--- src/rtl/fb_xlate_pkg.sv ---
package fb_xlate_pkg;
  parameter int PHYS_W = 32;

  typedef enum logic [1:0] {
    SZ_BYTE = 2'd0,
    SZ_HALF = 2'd1,
    SZ_WORD = 2'd2,
    SZ_RSVD = 2'd3
  } acc_size_e;

  typedef struct packed {
    logic [PHYS_W-1:0] addr;
    logic              ext;
    logic              err;
  } xlate_rsp_t;
endpackage

--- src/rtl/fb_page_table.sv ---
module fb_page_table #(
  parameter int NUM_PAGES = 32,
  parameter int BASE_W    = 20,
  parameter int IDX_W     = $clog2(NUM_PAGES)
) (
  input  logic              clk_i,
  input  logic              rst_ni,
  input  logic              we_i,
  input  logic [IDX_W-1:0]  widx_i,
  input  logic [BASE_W-1:0] wbase_i,
  input  logic              wvalid_i,
  input  logic [IDX_W-1:0]  ridx_i,
  output logic [BASE_W-1:0] rbase_o,
  output logic              rvalid_o
);
  logic [BASE_W-1:0] base_q  [NUM_PAGES];
  logic              valid_q [NUM_PAGES];

  for (genvar g = 0; g < NUM_PAGES; g++) begin : g_ent
    always_ff @(posedge clk_i or negedge rst_ni) begin
      if (!rst_ni) begin
        base_q[g]  <= '0;
        valid_q[g] <= 1'b0;
      end else if (we_i && (widx_i == IDX_W'(g))) begin
        base_q[g]  <= wbase_i;
        valid_q[g] <= wvalid_i;
      end
    end
  end

  // read path sees pre-write contents on a same-cycle write
  assign rbase_o  = base_q[ridx_i];
  assign rvalid_o = valid_q[ridx_i];
endmodule

--- src/rtl/fb_addr_decode.sv ---
module fb_addr_decode
  import fb_xlate_pkg::*;
#(
  parameter int          LIN_W        = 32,
  parameter int          ONCHIP_BYTES = 81920,
  parameter int          PAGE_BITS    = 12,
  parameter int          NUM_PAGES    = 32,
  parameter int          IDX_W        = $clog2(NUM_PAGES),
  parameter logic [31:0] SRAM_BASE    = 32'hB000_0000
) (
  input  logic [LIN_W-1:0]     addr_i,
  input  acc_size_e            size_i,
  output logic                 on_chip_o,
  output logic                 in_range_o,
  output logic                 misalign_o,
  output logic [IDX_W-1:0]     idx_o,
  output logic [PAGE_BITS-1:0] offset_o,
  output logic [PHYS_W-1:0]    sram_addr_o
);
  localparam logic [LIN_W-1:0] ONCHIP_L = LIN_W'(ONCHIP_BYTES);
  localparam logic [LIN_W-1:0] PAGES_L  = LIN_W'(NUM_PAGES);

  logic [LIN_W-1:0] page_full;

  always_comb begin
    page_full   = (addr_i - ONCHIP_L) >> PAGE_BITS;
    on_chip_o   = addr_i < ONCHIP_L;
    in_range_o  = page_full < PAGES_L;
    idx_o       = page_full[IDX_W-1:0];
    offset_o    = addr_i[PAGE_BITS-1:0];
    sram_addr_o = PHYS_W'(SRAM_BASE) + PHYS_W'(addr_i);
    unique case (size_i)
      SZ_BYTE: misalign_o = 1'b0;
      SZ_HALF: misalign_o = addr_i[0];
      SZ_WORD: misalign_o = |addr_i[1:0];
      default: misalign_o = 1'b1;
    endcase
  end
endmodule

--- src/rtl/fb_rsp_stage.sv ---
module fb_rsp_stage
  import fb_xlate_pkg::*;
(
  input  logic       clk_i,
  input  logic       rst_ni,
  input  logic       in_valid_i,
  output logic       in_ready_o,
  input  xlate_rsp_t in_data_i,
  output logic       out_valid_o,
  input  logic       out_ready_i,
  output xlate_rsp_t out_data_o
);
  logic       valid_q;
  xlate_rsp_t data_q;

  assign in_ready_o = !valid_q || out_ready_i;

  always_ff @(posedge clk_i or negedge rst_ni) begin
    if (!rst_ni) begin
      valid_q <= 1'b0;
      data_q  <= '0;
    end else if (in_ready_o) begin
      valid_q <= in_valid_i;
      if (in_valid_i) data_q <= in_data_i;
    end
  end

  assign out_valid_o = valid_q;
  assign out_data_o  = data_q;
endmodule

--- src/rtl/fb_xlate.sv ---
module fb_xlate
  import fb_xlate_pkg::*;
#(
  parameter int          LIN_W        = 32,
  parameter int          ONCHIP_BYTES = 81920,
  parameter int          PAGE_BITS    = 12,
  parameter int          NUM_PAGES    = 32,
  parameter logic [31:0] SRAM_BASE    = 32'hB000_0000,
  parameter int          IDX_W        = $clog2(NUM_PAGES),
  parameter int          BASE_W       = PHYS_W - PAGE_BITS
) (
  input  logic              clk_i,
  input  logic              rst_ni,
  input  logic              req_valid_i,
  output logic              req_ready_o,
  input  logic [LIN_W-1:0]  req_addr_i,
  input  logic [1:0]        req_size_i,
  output logic              rsp_valid_o,
  input  logic              rsp_ready_i,
  output logic [PHYS_W-1:0] rsp_addr_o,
  output logic              rsp_ext_o,
  output logic              rsp_err_o,
  input  logic              pt_we_i,
  input  logic [IDX_W-1:0]  pt_idx_i,
  input  logic [BASE_W-1:0] pt_base_i,
  input  logic              pt_valid_i
);
  logic                 on_chip, in_range, misalign;
  logic [IDX_W-1:0]     idx;
  logic [PAGE_BITS-1:0] offset;
  logic [PHYS_W-1:0]    sram_addr;
  logic [BASE_W-1:0]    ent_base;
  logic                 ent_valid;
  xlate_rsp_t           nxt, cur;

  fb_addr_decode #(
    .LIN_W(LIN_W), .ONCHIP_BYTES(ONCHIP_BYTES), .PAGE_BITS(PAGE_BITS),
    .NUM_PAGES(NUM_PAGES), .IDX_W(IDX_W), .SRAM_BASE(SRAM_BASE)
  ) u_dec (
    .addr_i      (req_addr_i),
    .size_i      (acc_size_e'(req_size_i)),
    .on_chip_o   (on_chip),
    .in_range_o  (in_range),
    .misalign_o  (misalign),
    .idx_o       (idx),
    .offset_o    (offset),
    .sram_addr_o (sram_addr)
  );

  fb_page_table #(
    .NUM_PAGES(NUM_PAGES), .BASE_W(BASE_W), .IDX_W(IDX_W)
  ) u_pt (
    .clk_i    (clk_i),
    .rst_ni   (rst_ni),
    .we_i     (pt_we_i),
    .widx_i   (pt_idx_i),
    .wbase_i  (pt_base_i),
    .wvalid_i (pt_valid_i),
    .ridx_i   (idx),
    .rbase_o  (ent_base),
    .rvalid_o (ent_valid)
  );

  always_comb begin
    nxt = '0;
    if (misalign) begin
      nxt.err = 1'b1;
    end else if (on_chip) begin
      nxt.addr = sram_addr;
    end else if (!in_range || !ent_valid) begin
      nxt.err = 1'b1;
    end else begin
      nxt.addr = {ent_base, offset};
      nxt.ext  = 1'b1;
    end
  end

  fb_rsp_stage u_rsp (
    .clk_i       (clk_i),
    .rst_ni      (rst_ni),
    .in_valid_i  (req_valid_i),
    .in_ready_o  (req_ready_o),
    .in_data_i   (nxt),
    .out_valid_o (rsp_valid_o),
    .out_ready_i (rsp_ready_i),
    .out_data_o  (cur)
  );

  assign rsp_addr_o = cur.addr;
  assign rsp_ext_o  = cur.ext;
  assign rsp_err_o  = cur.err;
endmodule

--- config.mk ---
export PLATFORM = sky130hd
export DESIGN_NAME = fb_xlate
export DESIGN_NICKNAME = d
export VERILOG_FILES = /design/src/rtl/fb_xlate_pkg.sv /design/src/rtl/fb_page_table.sv /design/src/rtl/fb_addr_decode.sv /design/src/rtl/fb_rsp_stage.sv /design/src/rtl/fb_xlate.sv
export SDC_FILE = /design/constraint.sdc
export NUM_CORES = 1
export LEC_CHECK = 0
export ABC_CLOCK_PERIOD_IN_PS = 1890
export BUFFER_PORTS_ARGS = -buffer_cell sky130_fd_sc_hd__buf_2
export CORE_ASPECT_RATIO = 1.1
export CORE_UTILIZATION = 56
export DETAILED_ROUTE_END_ITERATION = 10
export GPL_ROUTABILITY_DRIVEN = 0
export PLACE_DENSITY = 0.87
export SKIP_CTS_REPAIR_TIMING = 1
export SYNTH_ARGS = -nofsm -noshare
export SYNTH_HDL_FRONTEND = slang
export SYNTH_SLANG_ARGS = --single-unit
export TNS_END_PERCENT = 50
--- constraint.sdc ---
create_clock -name clk_i -period 1.89 [get_ports clk_i]
set_clock_uncertainty 0.1 [all_clocks]
set_input_delay 0.378 -clock clk_i [delete_from_list [all_inputs] [get_ports clk_i]]
set_output_delay 0.378 -clock clk_i [all_outputs]
set_load 0.01 [all_outputs]
==> out/metrics.yaml <==
status: "complete, but fails checks"
violations: "setup timing"
fmax_mhz: 464
timing.rr.end: "u_rsp.out_data_o[11]"
firstDrtPassIters: 6
port_buffers: 100
dieHeight_um: 253
arrival_ns: 2.53
layout_commonest_cell: "dfrtp_1"
wire_per_inst_um: 29.7
dp_hpwl_um: 59100
dpl-instance-area_um2: 35600
synth_xor_area_share_pct: 0.137
async_reset_ff_share_pct: 100
met3WireLength_um: 7470
met2_length_um: 43600
grt_max_degree: 80
crit_path_cell_trace: "mux4_2, nor2b_1, a21oi_1, nand4_1, a41oi_2, a21oi_2, buf_4, o21ai_1"
core_um2: 56400
first_iter_violations: 1731
min_to: "u_rsp.out_data_o[26]"
vias: 20200
final_cell_area_um2: 38200
path_class: "register to register"
whs_ns: 0.0351
r2r_setup_slack_ns: -0.26
rows: 91
grt_pass1_vias: 22000
ant_nets: 0
synth.cell_area_um2: 32100
period_minus_slack_ns: 2.15
cts_made_buffers: 71
synth.yosys.seq_area_share_pct: 55.2
synth_top_family_by_area: "multiplexers"
wirelength_um: 90700
clk_latency_ns: 0.63
synthSimpleGateAreaFrac_pct: 1.80
ys_warn_count: 0
avgViaCountPerCell: 6.62
start_kind: "register"
initial_utilization_pct: 56.9
route.detailed.drc: 0
cap_violations: 0
clock-sinks: 707
slew_headroom_pct: 56.4
rr_worst_depth: 8
drv_slew: 0
antenna_found_initial: 7
synth_compound_area_share_pct: 1.35
cts.clk_slew.worst_paths_ns: 0.07
rsz0062_at_grt: "yes"
synth_edf_count: 0
setup_violations: 34
place_ws_ns: -0.913
cp.required_ns: 2.27
timing.final.crit_share_pct: 114
dr.max_layer_used: "met5"
crit_fanout: 6
ys_types: 41
gr-total-overflow: 0
p_per_area_nw_per_um2: 1080
reg2reg_from: "u_pt.valid_q[28]"
p_leak_nw: 17.2
die_x_um: 230
worstHoldStart: "req_addr_i[24]"
end_kind: "register"
syn2layout_area_growth_pct: 19.1
synth_nets: 2076
nets: 2324
synth.top_cells.by_area: "dfrtp_1, mux2_2, mux4_2"
cts_root_buffer: "clkbuf_16"
synth.area.mux_share_pct: 38.8
stdcell_count: 3056
die-area_um2: 58200
peakVddDrop_uv: 811
tritoncts: "done"
synth_top_area_cell: "dfrtp_1"
final_cell_mix: "dfrtp_1, mux2_2, mux4_2, buf_4, buf_2"
drive_gt1_share_pct: 60.3
met1Wirelength_um: 33600
hold_violations: 0
critPathMaxStageDelay_ns: 0.48
worst_slew_pin_slew_ns: 0.654
place_inst: 2911
holdPathStages: 4
grt_util_all_layers_pct: 31.7
ios: 101
hold_class: "input port to register"
critical-path-slowest-cell: "mux4_2"
synth_top_area_share_pct: 55.2
syn_inst: 2008
grt_pass1_wl_um: 137000
syn_area_per_cell_um2: 16.0
clock_path_buffers: 3
setup_slack_ns: -0.264
synthFlopType: "dfrtp_1"
yosys.area_share.adder_pct: 0.148
synth_seq_cells: 707
htreeDepth: 3
-- stage by stage --
step	TNS (ns)	util [%]	total power, W
after global placement	-80.86	63.1	0.0260
after detailed placement	-109.95	63.1	0.0266
after CTS	-7.05	67.3	0.0411
after global routing	-6.42	67.8	0.0425
final	-4.61	67.8	0.0412
after floorplan	-13.11	-	0.0241
-- cells in the mapped netlist, types with 3 or more instances --
cell      instances
a211oi_1          3
a21oi_1           5
a22oi_1          20
buf_1            30
buf_2            16
buf_6            11
clkbuf_1        132
dfrtp_1         707
ha_1              3
inv_1             6
mux2_2          674
mux2i_1          30
mux4_2          202
nand2_1          46
nand2b_1          8
nand3_1           7
nand4b_1          3
nor2_1           20
nor2b_1           7
nor3_1           11
nor3b_1           3
nor4_1            5
o21ai_0           5
o21ai_1          30
xnor2_1           3
-- critical path: cells and delay by family, from the launching register on --
family | cells | cell delay [ns]
buffers and inverters | 1 | 0.21
DFF | 1 | 0.38
AOI/OAI and AO/OA | 4 | 0.58
and+or+nand+nor | 2 | 0.25
muxes | 1 | 0.48
-- kinds of logic (layout without fill, tap and decap cells) --
logic type	after synthesis	count (layout)
XOR/XNOR	5	5
AO/OA/AOI/OAI	70	70
buffers and inverters	197	498
other	0	3
AND/OR/NAND/NOR	119	119
flip-flops	707	707
multiplexers	906	906
adder cells (fa/ha/maj)	4	4
-- sequential cells by signal, summed over array words and instances, names as in the netlist --
name               cells
u_pt.base_q          640
u_rsp.out_valid_o      1
u_pt.valid_q          32
u_rsp.out_data_o      34
-- report_power, final --
part           internal [W]  total [W]  switching, W
Clock               0.00834     0.0144       0.00610
Sequential           0.0180     0.0195       0.00159
Combinational       0.00434    0.00722       0.00287
-- how the worst max path moves through the flow --
stage                     start                   end  slack [ns]
2_1_floorplan    req_addr_i[12]  u_rsp.out_data_o[14]       -0.40
3_3_place_gp     req_addr_i[14]  u_rsp.out_data_o[21]       -0.84
3_5_place_dp     req_addr_i[14]  u_rsp.out_data_o[21]       -0.91
4_1_cts          req_addr_i[14]  u_rsp.out_data_o[21]       -0.27
5_1_grt        u_pt.valid_q[28]  u_rsp.out_data_o[11]       -0.31
6_report       u_pt.valid_q[28]  u_rsp.out_data_o[11]       -0.26
-- area by class of cell --
| type | count | area, um^2 |
|---|---|---|
| diodes | 3 | 7.51 |
| clock buffers | 98 | 2020 |
| clock inverters | 28 | 332 |
| fillers | 3381 | 18200 |
| inverters | 7 | 72.6 |
| multi-input cells | 1104 | 13800 |
| flip-flops and latches | 707 | 17700 |
| well taps | 744 | 931 |
| repair buffers | 365 | 3310 |
-- routing by layer --
metal  vias to the layer above  GRT usage, %
met5                         -             0
met4                         8          19.2
met3                       366          6.90
met2                      1160          50.7
met1                     10700          39.9
li1                       7978             -
Note: power is estimated with default switching activity, not from simulation.
